File: config.mk
export PLATFORM = sky130hd
export DESIGN_NAME = xlat_seq
export DESIGN_NICKNAME = d
export VERILOG_FILES = /design/src/rtl/xlat_pkg.sv /design/src/rtl/xlat_perm.sv /design/src/rtl/xlat_dstore.sv /design/src/rtl/xlat_fault_enc.sv /design/src/rtl/xlat_seq.sv
export SDC_FILE = /design/constraint.sdc
export NUM_CORES = 1
export LEC_CHECK = 0
export ABC_CLOCK_PERIOD_IN_PS = 3600
export BUFFER_PORTS_ARGS = -buffer_cell sky130_fd_sc_hd__buf_2
export CAP_MARGIN = 5
export CORE_AREA = 5 5 308 310
export DETAILED_ROUTE_END_ITERATION = 8
export DIE_AREA = 0 0 313 315
export PLACE_DENSITY = 0.43
export SETUP_SLACK_MARGIN = 0.1
export SYNTH_ARGS = -nofsm -noshare
export SYNTH_HDL_FRONTEND = slang
export SYNTH_SLANG_ARGS = --single-unit
File: constraint.sdc
create_clock -name clk_i -period 3.6 [get_ports clk_i]
set_input_delay 0.9 -clock clk_i [delete_from_list [all_inputs] [get_ports clk_i]]
set_output_delay 0.9 -clock clk_i [all_outputs]
set_load 0.03 [all_outputs]
File: src/rtl/xlat_pkg.sv
package xlat_pkg;

  localparam int SR_W = 32;

  // segment register fields
  localparam int SEG_T     = 31;
  localparam int SEG_KS    = 30;
  localparam int SEG_KP    = 29;
  localparam int SEG_NX    = 28;
  localparam int DS_UNIT_LSB = 20;
  localparam int DS_UNIT_W   = 9;
  localparam logic [DS_UNIT_W-1:0] DS_OPEN_UNIT = 9'h07F;

  localparam logic [1:0] ACC_RD = 2'd0;
  localparam logic [1:0] ACC_WR = 2'd1;
  localparam logic [1:0] ACC_FX = 2'd2;

  localparam logic [2:0] CLS_INT   = 3'd0;
  localparam logic [2:0] CLS_FLOAT = 3'd1;
  localparam logic [2:0] CLS_RES   = 3'd2;
  localparam logic [2:0] CLS_CACHE = 3'd3;
  localparam logic [2:0] CLS_EXT   = 3'd4;

  localparam logic [2:0] PR_R = 3'b001;
  localparam logic [2:0] PR_W = 3'b010;
  localparam logic [2:0] PR_X = 3'b100;
  localparam logic [2:0] PR_ALL = 3'b111;

  localparam logic [31:0] SYN_NOPAGE = 32'h4000_0000;
  localparam logic [31:0] SYN_PROT   = 32'h0800_0000;
  localparam logic [31:0] SYN_NOEXEC = 32'h1000_0000;
  localparam logic [31:0] SYN_WRITE  = 32'h0200_0000;
  localparam logic [31:0] SYN_DSRES  = 32'h0400_0000;
  localparam logic [31:0] SYN_DSEXT  = 32'h0410_0000;

  typedef enum logic [1:0] {
    EXC_NONE  = 2'd0,
    EXC_INSN  = 2'd1,
    EXC_DATA  = 2'd2,
    EXC_ALIGN = 2'd3
  } exc_e;

  typedef enum logic [2:0] {
    F_NONE, F_NOPAGE, F_PROT, F_NOEXEC, F_DSTORE
  } fault_e;

  typedef enum logic [1:0] {
    S_IDLE, S_BLK, S_WALK
  } state_e;

  function automatic logic [2:0] need_mask(input logic [1:0] acc);
    case (acc)
      ACC_WR:  need_mask = PR_W;
      ACC_FX:  need_mask = PR_X;
      default: need_mask = PR_R;
    endcase
  endfunction

endpackage

File: src/rtl/xlat_perm.sv
module xlat_perm
  import xlat_pkg::*;
(
  input  logic       key_i,
  input  logic       nx_i,
  input  logic [1:0] pp_i,
  output logic [2:0] prot_o
);
  logic [2:0] rw;

  always_comb begin
    if (!key_i) begin
      rw = (pp_i == 2'd3) ? PR_R : (PR_R | PR_W);
    end else begin
      case (pp_i)
        2'd0:    rw = 3'b000;
        2'd2:    rw = PR_R | PR_W;
        default: rw = PR_R;
      endcase
    end
    prot_o = rw | (nx_i ? 3'b000 : PR_X);
  end
endmodule

File: src/rtl/xlat_dstore.sv
module xlat_dstore
  import xlat_pkg::*;
#(
  parameter int AW    = 32,
  parameter int SEL_W = 4
) (
  input  logic [DS_UNIT_W-1:0] unit_i,
  input  logic [SEL_W-1:0]     hi_i,
  input  logic [AW-1:0]        ea_i,
  input  logic [1:0]           acc_i,
  input  logic [2:0]           cls_i,
  output logic                 fault_o,
  output logic [AW-1:0]        pa_o,
  output logic [2:0]           prot_o
);
  logic open_unit;
  assign open_unit = (unit_i == DS_OPEN_UNIT);

  always_comb begin
    fault_o = 1'b0;
    pa_o    = ea_i;
    prot_o  = PR_R | PR_W;
    if (open_unit) begin
      pa_o   = {hi_i, ea_i[AW-SEL_W-1:0]};
      prot_o = PR_ALL;
    end else if (acc_i == ACC_FX) begin
      fault_o = 1'b1;
    end else if (cls_i != CLS_INT && cls_i != CLS_CACHE) begin
      fault_o = 1'b1;
    end
    if (fault_o) begin
      pa_o   = '0;
      prot_o = '0;
    end
  end
endmodule

File: src/rtl/xlat_fault_enc.sv
module xlat_fault_enc
  import xlat_pkg::*;
(
  input  fault_e      kind_i,
  input  logic [1:0]  acc_i,
  input  logic [2:0]  cls_i,
  output exc_e        exc_o,
  output logic [31:0] syn_o
);
  logic [31:0] wbit;
  assign wbit = (acc_i == ACC_WR) ? SYN_WRITE : 32'h0;

  always_comb begin
    exc_o = EXC_NONE;
    syn_o = '0;
    if (kind_i != F_NONE) begin
      if (acc_i == ACC_FX) begin
        exc_o = EXC_INSN;
        case (kind_i)
          F_NOPAGE: syn_o = SYN_NOPAGE;
          F_PROT:   syn_o = SYN_PROT;
          default:  syn_o = SYN_NOEXEC;
        endcase
      end else begin
        exc_o = EXC_DATA;
        case (kind_i)
          F_NOPAGE: syn_o = SYN_NOPAGE | wbit;
          F_PROT:   syn_o = SYN_PROT | wbit;
          F_DSTORE: begin
            case (cls_i)
              CLS_FLOAT: exc_o = EXC_ALIGN;
              CLS_RES:   syn_o = SYN_DSRES | wbit;
              CLS_EXT:   syn_o = SYN_DSEXT | wbit;
              default:   syn_o = '0;
            endcase
          end
          default: syn_o = '0;
        endcase
      end
    end
  end
endmodule

File: src/rtl/xlat_seq.sv
module xlat_seq
  import xlat_pkg::*;
#(
  parameter int AW      = 32,
  parameter int NSEG    = 16,
  parameter int VSID_W  = 24,
  parameter int PG_BITS = 12
) (
  input  logic                 clk_i,
  input  logic                 rst_ni,
  input  logic                 req_i,
  input  logic [AW-1:0]        ea_i,
  input  logic [1:0]           acc_i,
  input  logic [2:0]           cls_i,
  input  logic                 user_i,
  input  logic                 ir_en_i,
  input  logic                 dr_en_i,
  input  logic [NSEG*SR_W-1:0] seg_regs_i,
  output logic                 blk_req_o,
  output logic [AW-1:0]        blk_ea_o,
  output logic                 blk_fetch_o,
  input  logic                 blk_rsp_i,
  input  logic                 blk_hit_i,
  input  logic [AW-1:0]        blk_pa_i,
  input  logic [2:0]           blk_prot_i,
  output logic                 walk_req_o,
  output logic [AW-1:0]        walk_ea_o,
  output logic [VSID_W-1:0]    walk_vsid_o,
  input  logic                 walk_rsp_i,
  input  logic                 walk_found_i,
  input  logic [1:0]           walk_pp_i,
  input  logic [AW-PG_BITS-1:0] walk_rpn_i,
  output logic                 done_o,
  output logic [AW-1:0]        pa_o,
  output logic [2:0]           prot_o,
  output logic [1:0]           exc_o,
  output logic [31:0]          syn_o,
  output logic [AW-1:0]        far_o
);
  localparam int SEL_W = $clog2(NSEG);

  typedef struct packed {
    logic              ks;
    logic              kp;
    logic              nx;
    logic [VSID_W-1:0] vsid;
  } seg_snap_t;

  state_e      state_q, state_d;
  logic [AW-1:0] ea_q;
  logic [1:0]  acc_q;
  logic [2:0]  cls_q;
  logic        user_q;
  seg_snap_t   seg_q;

  logic        done_q;
  logic [AW-1:0] pa_q, far_q;
  logic [2:0]  prot_q;
  exc_e        exc_q;
  logic [31:0] syn_q;

  // segment register file view
  logic [SR_W-1:0] seg_arr [NSEG];
  for (genvar g = 0; g < NSEG; g++) begin : g_seg
    assign seg_arr[g] = seg_regs_i[g*SR_W +: SR_W];
  end

  logic [SR_W-1:0] seg_sel;
  assign seg_sel = seg_arr[ea_q[AW-1 -: SEL_W]];

  // direct-store rules
  logic          ds_fault;
  logic [AW-1:0] ds_pa;
  logic [2:0]    ds_prot;

  xlat_dstore #(.AW(AW), .SEL_W(SEL_W)) i_dstore (
    .unit_i  (seg_sel[DS_UNIT_LSB +: DS_UNIT_W]),
    .hi_i    (seg_sel[SEL_W-1:0]),
    .ea_i    (ea_q),
    .acc_i   (acc_q),
    .cls_i   (cls_q),
    .fault_o (ds_fault),
    .pa_o    (ds_pa),
    .prot_o  (ds_prot)
  );

  // page permission decode from snapshot
  logic [2:0] pg_prot;
  xlat_perm i_perm (
    .key_i  (user_q ? seg_q.kp : seg_q.ks),
    .nx_i   (seg_q.nx),
    .pp_i   (walk_pp_i),
    .prot_o (pg_prot)
  );

  logic [2:0] need;
  assign need = need_mask(acc_q);

  logic       bypass_in;
  assign bypass_in = (acc_i == ACC_FX) ? !ir_en_i : !dr_en_i;

  // sequencing
  logic          fin, ld_seg;
  fault_e        fkind;
  logic [AW-1:0] fpa;
  logic [2:0]    fprot;

  always_comb begin
    state_d = state_q;
    fin     = 1'b0;
    ld_seg  = 1'b0;
    fkind   = F_NONE;
    fpa     = '0;
    fprot   = '0;
    case (state_q)
      S_IDLE: begin
        if (req_i) begin
          if (bypass_in) begin
            fin   = 1'b1;
            fpa   = ea_i;
            fprot = PR_ALL;
          end else begin
            state_d = S_BLK;
          end
        end
      end
      S_BLK: begin
        if (blk_rsp_i) begin
          if (blk_hit_i) begin
            fin = 1'b1;
            if ((need & ~blk_prot_i) != 3'b000) begin
              fkind = F_PROT;
            end else begin
              fpa   = blk_pa_i;
              fprot = blk_prot_i;
            end
          end else if (seg_sel[SEG_T]) begin
            fin = 1'b1;
            if (ds_fault) begin
              fkind = F_DSTORE;
            end else begin
              fpa   = ds_pa;
              fprot = ds_prot;
            end
          end else if (acc_q == ACC_FX && seg_sel[SEG_NX]) begin
            fin   = 1'b1;
            fkind = F_NOEXEC;
          end else begin
            ld_seg  = 1'b1;
            state_d = S_WALK;
          end
        end
      end
      S_WALK: begin
        if (walk_rsp_i) begin
          fin = 1'b1;
          if (!walk_found_i) begin
            fkind = F_NOPAGE;
          end else if ((need & ~pg_prot) != 3'b000) begin
            fkind = F_PROT;
          end else begin
            fpa   = {walk_rpn_i, ea_q[PG_BITS-1:0]};
            // keep write off until a store comes through
            fprot = (acc_q == ACC_WR) ? pg_prot : (pg_prot & ~PR_W);
          end
        end
      end
      default: state_d = S_IDLE;
    endcase
    if (fin) state_d = S_IDLE;
  end

  exc_e        enc_exc;
  logic [31:0] enc_syn;

  xlat_fault_enc i_fenc (
    .kind_i (fkind),
    .acc_i  (acc_q),
    .cls_i  (cls_q),
    .exc_o  (enc_exc),
    .syn_o  (enc_syn)
  );

  always_ff @(posedge clk_i or negedge rst_ni) begin
    if (!rst_ni) begin
      state_q <= S_IDLE;
      ea_q    <= '0;
      acc_q   <= ACC_RD;
      cls_q   <= CLS_INT;
      user_q  <= 1'b0;
      seg_q   <= '0;
    end else begin
      state_q <= state_d;
      if (state_q == S_IDLE && req_i) begin
        ea_q   <= ea_i;
        acc_q  <= acc_i;
        cls_q  <= cls_i;
        user_q <= user_i;
      end
      if (ld_seg) begin
        seg_q.ks   <= seg_sel[SEG_KS];
        seg_q.kp   <= seg_sel[SEG_KP];
        seg_q.nx   <= seg_sel[SEG_NX];
        seg_q.vsid <= seg_sel[VSID_W-1:0];
      end
    end
  end

  always_ff @(posedge clk_i or negedge rst_ni) begin
    if (!rst_ni) begin
      done_q <= 1'b0;
      pa_q   <= '0;
      prot_q <= '0;
      exc_q  <= EXC_NONE;
      syn_q  <= '0;
      far_q  <= '0;
    end else begin
      done_q <= fin;
      if (fin) begin
        pa_q   <= fpa;
        prot_q <= fprot;
        exc_q  <= enc_exc;
        syn_q  <= enc_syn;
        if (enc_exc == EXC_DATA || enc_exc == EXC_ALIGN) far_q <= ea_q;
      end
    end
  end

  assign blk_req_o   = (state_q == S_BLK);
  assign blk_ea_o    = ea_q;
  assign blk_fetch_o = (acc_q == ACC_FX);
  assign walk_req_o  = (state_q == S_WALK);
  assign walk_ea_o   = ea_q;
  assign walk_vsid_o = seg_q.vsid;
  assign done_o      = done_q;
  assign pa_o        = pa_q;
  assign prot_o      = prot_q;
  assign exc_o       = exc_q;
  assign syn_o       = syn_q;
  assign far_o       = far_q;

endmodule

==> flow_summary.ini <==
[logic_synthesis]
postSynthAreaPerCell_sq_um = 12.91
async_flop_share = 1.000
ys_ff_latch = 143
synth_area_sq_um = 11130
yosys_warnings = 0
synth_edf_count = 0
ys_seq_area_frac = 0.3215
synth.top_cell.area_share = 0.3215
ys_types = 52
post-synth-top-area-cell = dfrtp_1
synth_most_common_cell = dfrtp_1
yosys-top-cells-count = dfrtp_1, mux4_2, buf_4
synth_area_leaders = dfrtp_1, mux4_2, mux2_2
syn_inst = 862
synth_flop_cell = dfrtp_1

[critical_path]
critPathRequiredTime_ps = 3990
rr_worst_depth = 9
crit_start = blk_ea_o[30]$_DFFE_PN0P_
cp-end-kind = flop
r2r-start = blk_ea_o[30]$_DFFE_PN0P_
crit_path_max_fanout = 24
worstSetupPathType = reg2reg
arrival_ps = 3670
start_kind = flop
endpoint = pa_o[3]$_DFFE_PN0P_
r2r_slack_ps = 320
reg2reg_to = pa_o[3]$_DFFE_PN0P_

[cells_and_area]
drive_above_1_share = 0.7128
num-nets-final = 2200
area_delta_synth_final_pct = 51.16

[power]
p_per_area_nw_per_um2 = 866.5
vdd_ir_drop_max_mv = 0.2818
leakage_uw = 0.007744

[sta]
hold_viol = 0
fin_worst_skew_ps = 23.08
report.final.slew_viol_count = 0
rsz0062_at_grt = false
fin_crit_ps = 3282
fmax_ghz = 0.3047
setup_tns_ps = 0
final_critical_path_setup_slack_ps = 317.7
tightest_slew_ps = 710.8
finalSetupViolCount = 0
relSlewSlack = 0.5261
post-route-period-util = 0.9118

[routing]
ant_nets = 0
wl_per_cell_microns = 26.37
vias_per_cell = 3.973
first_iter_violations = 832
wl_mm = 73.68
dr.pass1.iters = 5
vias = 11101
drc = 0

[cts]
clkLatencyLatePin_ps = 490
postCtsSetupBuffers = 0
cts-resized-gates = 0
clock_path_buffers = 2
cts_root_buf = clkbuf_16
cts_sinks = 143
numCtsBuffers = 17
cts_tree = done
clk_pin_slew_ps = 70
htreeDepth = 4
cts_hold_buf = 0

[floorplan]
die_h_microns = 315
coreArea_sq_um = 91390
start_util = 0.1218
ioPinCount = 809
die_area_sq_um = 98600
rows = 111
die_w_microns = 313

[placed_design]
pre_cts_ws_ps = 59.05
portBuffers = 782
gp_congestion = 0.8959
dpl.hpwl_mm = 63.24

[grt]
grt_usage = 0.1427
grt_first_pass_wirelength_mm = 97.79
grt_pass1_vias = 11812
grt-ovfl-total = 0
grt_max_degree = 82
antenna_found_initial = 51

[job]
drv_cap = 0

[hold_path]
hp-class = in2async

[status]
status = finished clean
[power by group]
part | switching, uW | leakage, uW | total, uW | internal (uW)
registers | 865 | 0.00177 | 3220 | 2350
logic | 5530 | 0.00570 | 9480 | 3950
clock network | 888 | 0.000276 | 1880 | 992
total | 7290 | 0.00774 | 14600 | 7290
[through the flow]
step,instance area [sq um],cells,hold slack [ps],util,power [uW]
2_1_floorplan,11230,887,475.0,-,9566
3_3_place_gp,16180,2742,464.7,0.1771,12940
3_5_place_dp,16180,2742,476.3,0.1771,12970
4_1_cts,16770,2774,452.7,0.1835,14950
5_1_grt,16800,2783,471.0,0.1838,15520
6_report,16830,2794,436.8,0.1841,14580
[cell families after synthesis]
family | Yosys count | share of synthesized area
compound gates | 122 | 0.08070
other cells | 1 | 0.0003369
simple gates | 150 | 0.06924
mux | 269 | 0.4255
flops | 143 | 0.3215
xor+xnor | 2 | 0.001574
buf+inv | 166 | 0.09104
fa+ha+maj | 9 | 0.01012
[worst max-delay path, cell delays in order, from the launching register on]
cell and delay, ps:
dfrtp_4 640, buf_4 520, mux4_2 420, mux2i_1 190, a31oi_2 260, buf_4 290, o21ai_2 320, a21oi_1 120
buf_4 220, o22ai_1 140
[final cells by class]
cell class	instances	area (sq um)
Clock inverter	14	151.4
Fill cell	10276	74560
Antenna cell	20	50.05
Multi-Input combinational cell	578	6668
Inverter	8	30.03
Timing Repair Buffer	827	4414
Clock buffer	18	439.2
Tap cell	1186	1484
Sequential cell	143	3591
[sequential cells by signal, indices dropped and copies added (netlist names)]
name and cells:
far_o 32, acc_q 2, syn_o 6, state_q 2, cls_q 3, pa_o 32
blk_ea_o 32, walk_vsid_o 24, prot_o 3, seg_q 3, done_o 1, exc_o 2
user_q 1
[cell usage in the layout (no fill, tap or decap), types with 20 or more instances in the layout]
cell,netlist,final
buf_2,21,781
mux2_4,29,29
dfrtp_1,143,139
buf_4,87,32
nand2_1,31,30
conb_1,1,26
a221oi_1,33,33
mux4_2,142,142
mux2_2,85,85
nand3_1,20,20
nor2_1,49,48
diode_2,0,20
a21oi_1,23,23
[per-layer routing]
metal  vias to the layer above  GRT usage  wire length, microns
li1                       4772          -                     -
met3                        95    0.06363                  7608
met5                         -          0                   138
met2                       599     0.2420                 36730
met1                      5613     0.1636                 28010
met4                        22    0.04013                  1195
[worst min path at each step]
| stage | startpoint | to | slack, ps |
|---|---|---|---|
| 2_1_floorplan | seg_q[25]$_DFFE_PN0P_ | seg_q[25]$_DFFE_PN0P_ | 470 |
| 3_3_place_gp | syn_o[28]$_DFFE_PN0P_ | syn_o[28]$_DFFE_PN0P_ | 460 |
| 3_5_place_dp | exc_o[1]$_DFFE_PN0P_ | exc_o[1]$_DFFE_PN0P_ | 480 |
| 4_1_cts | rst_ni | pa_o[10]$_DFFE_PN0P_ | 450 |
| 5_1_grt | rst_ni | pa_o[10]$_DFFE_PN0P_ | 470 |
| 6_report | rst_ni | pa_o[10]$_DFFE_PN0P_ | 440 |
Note: power is estimated with default switching activity, not from simulation.
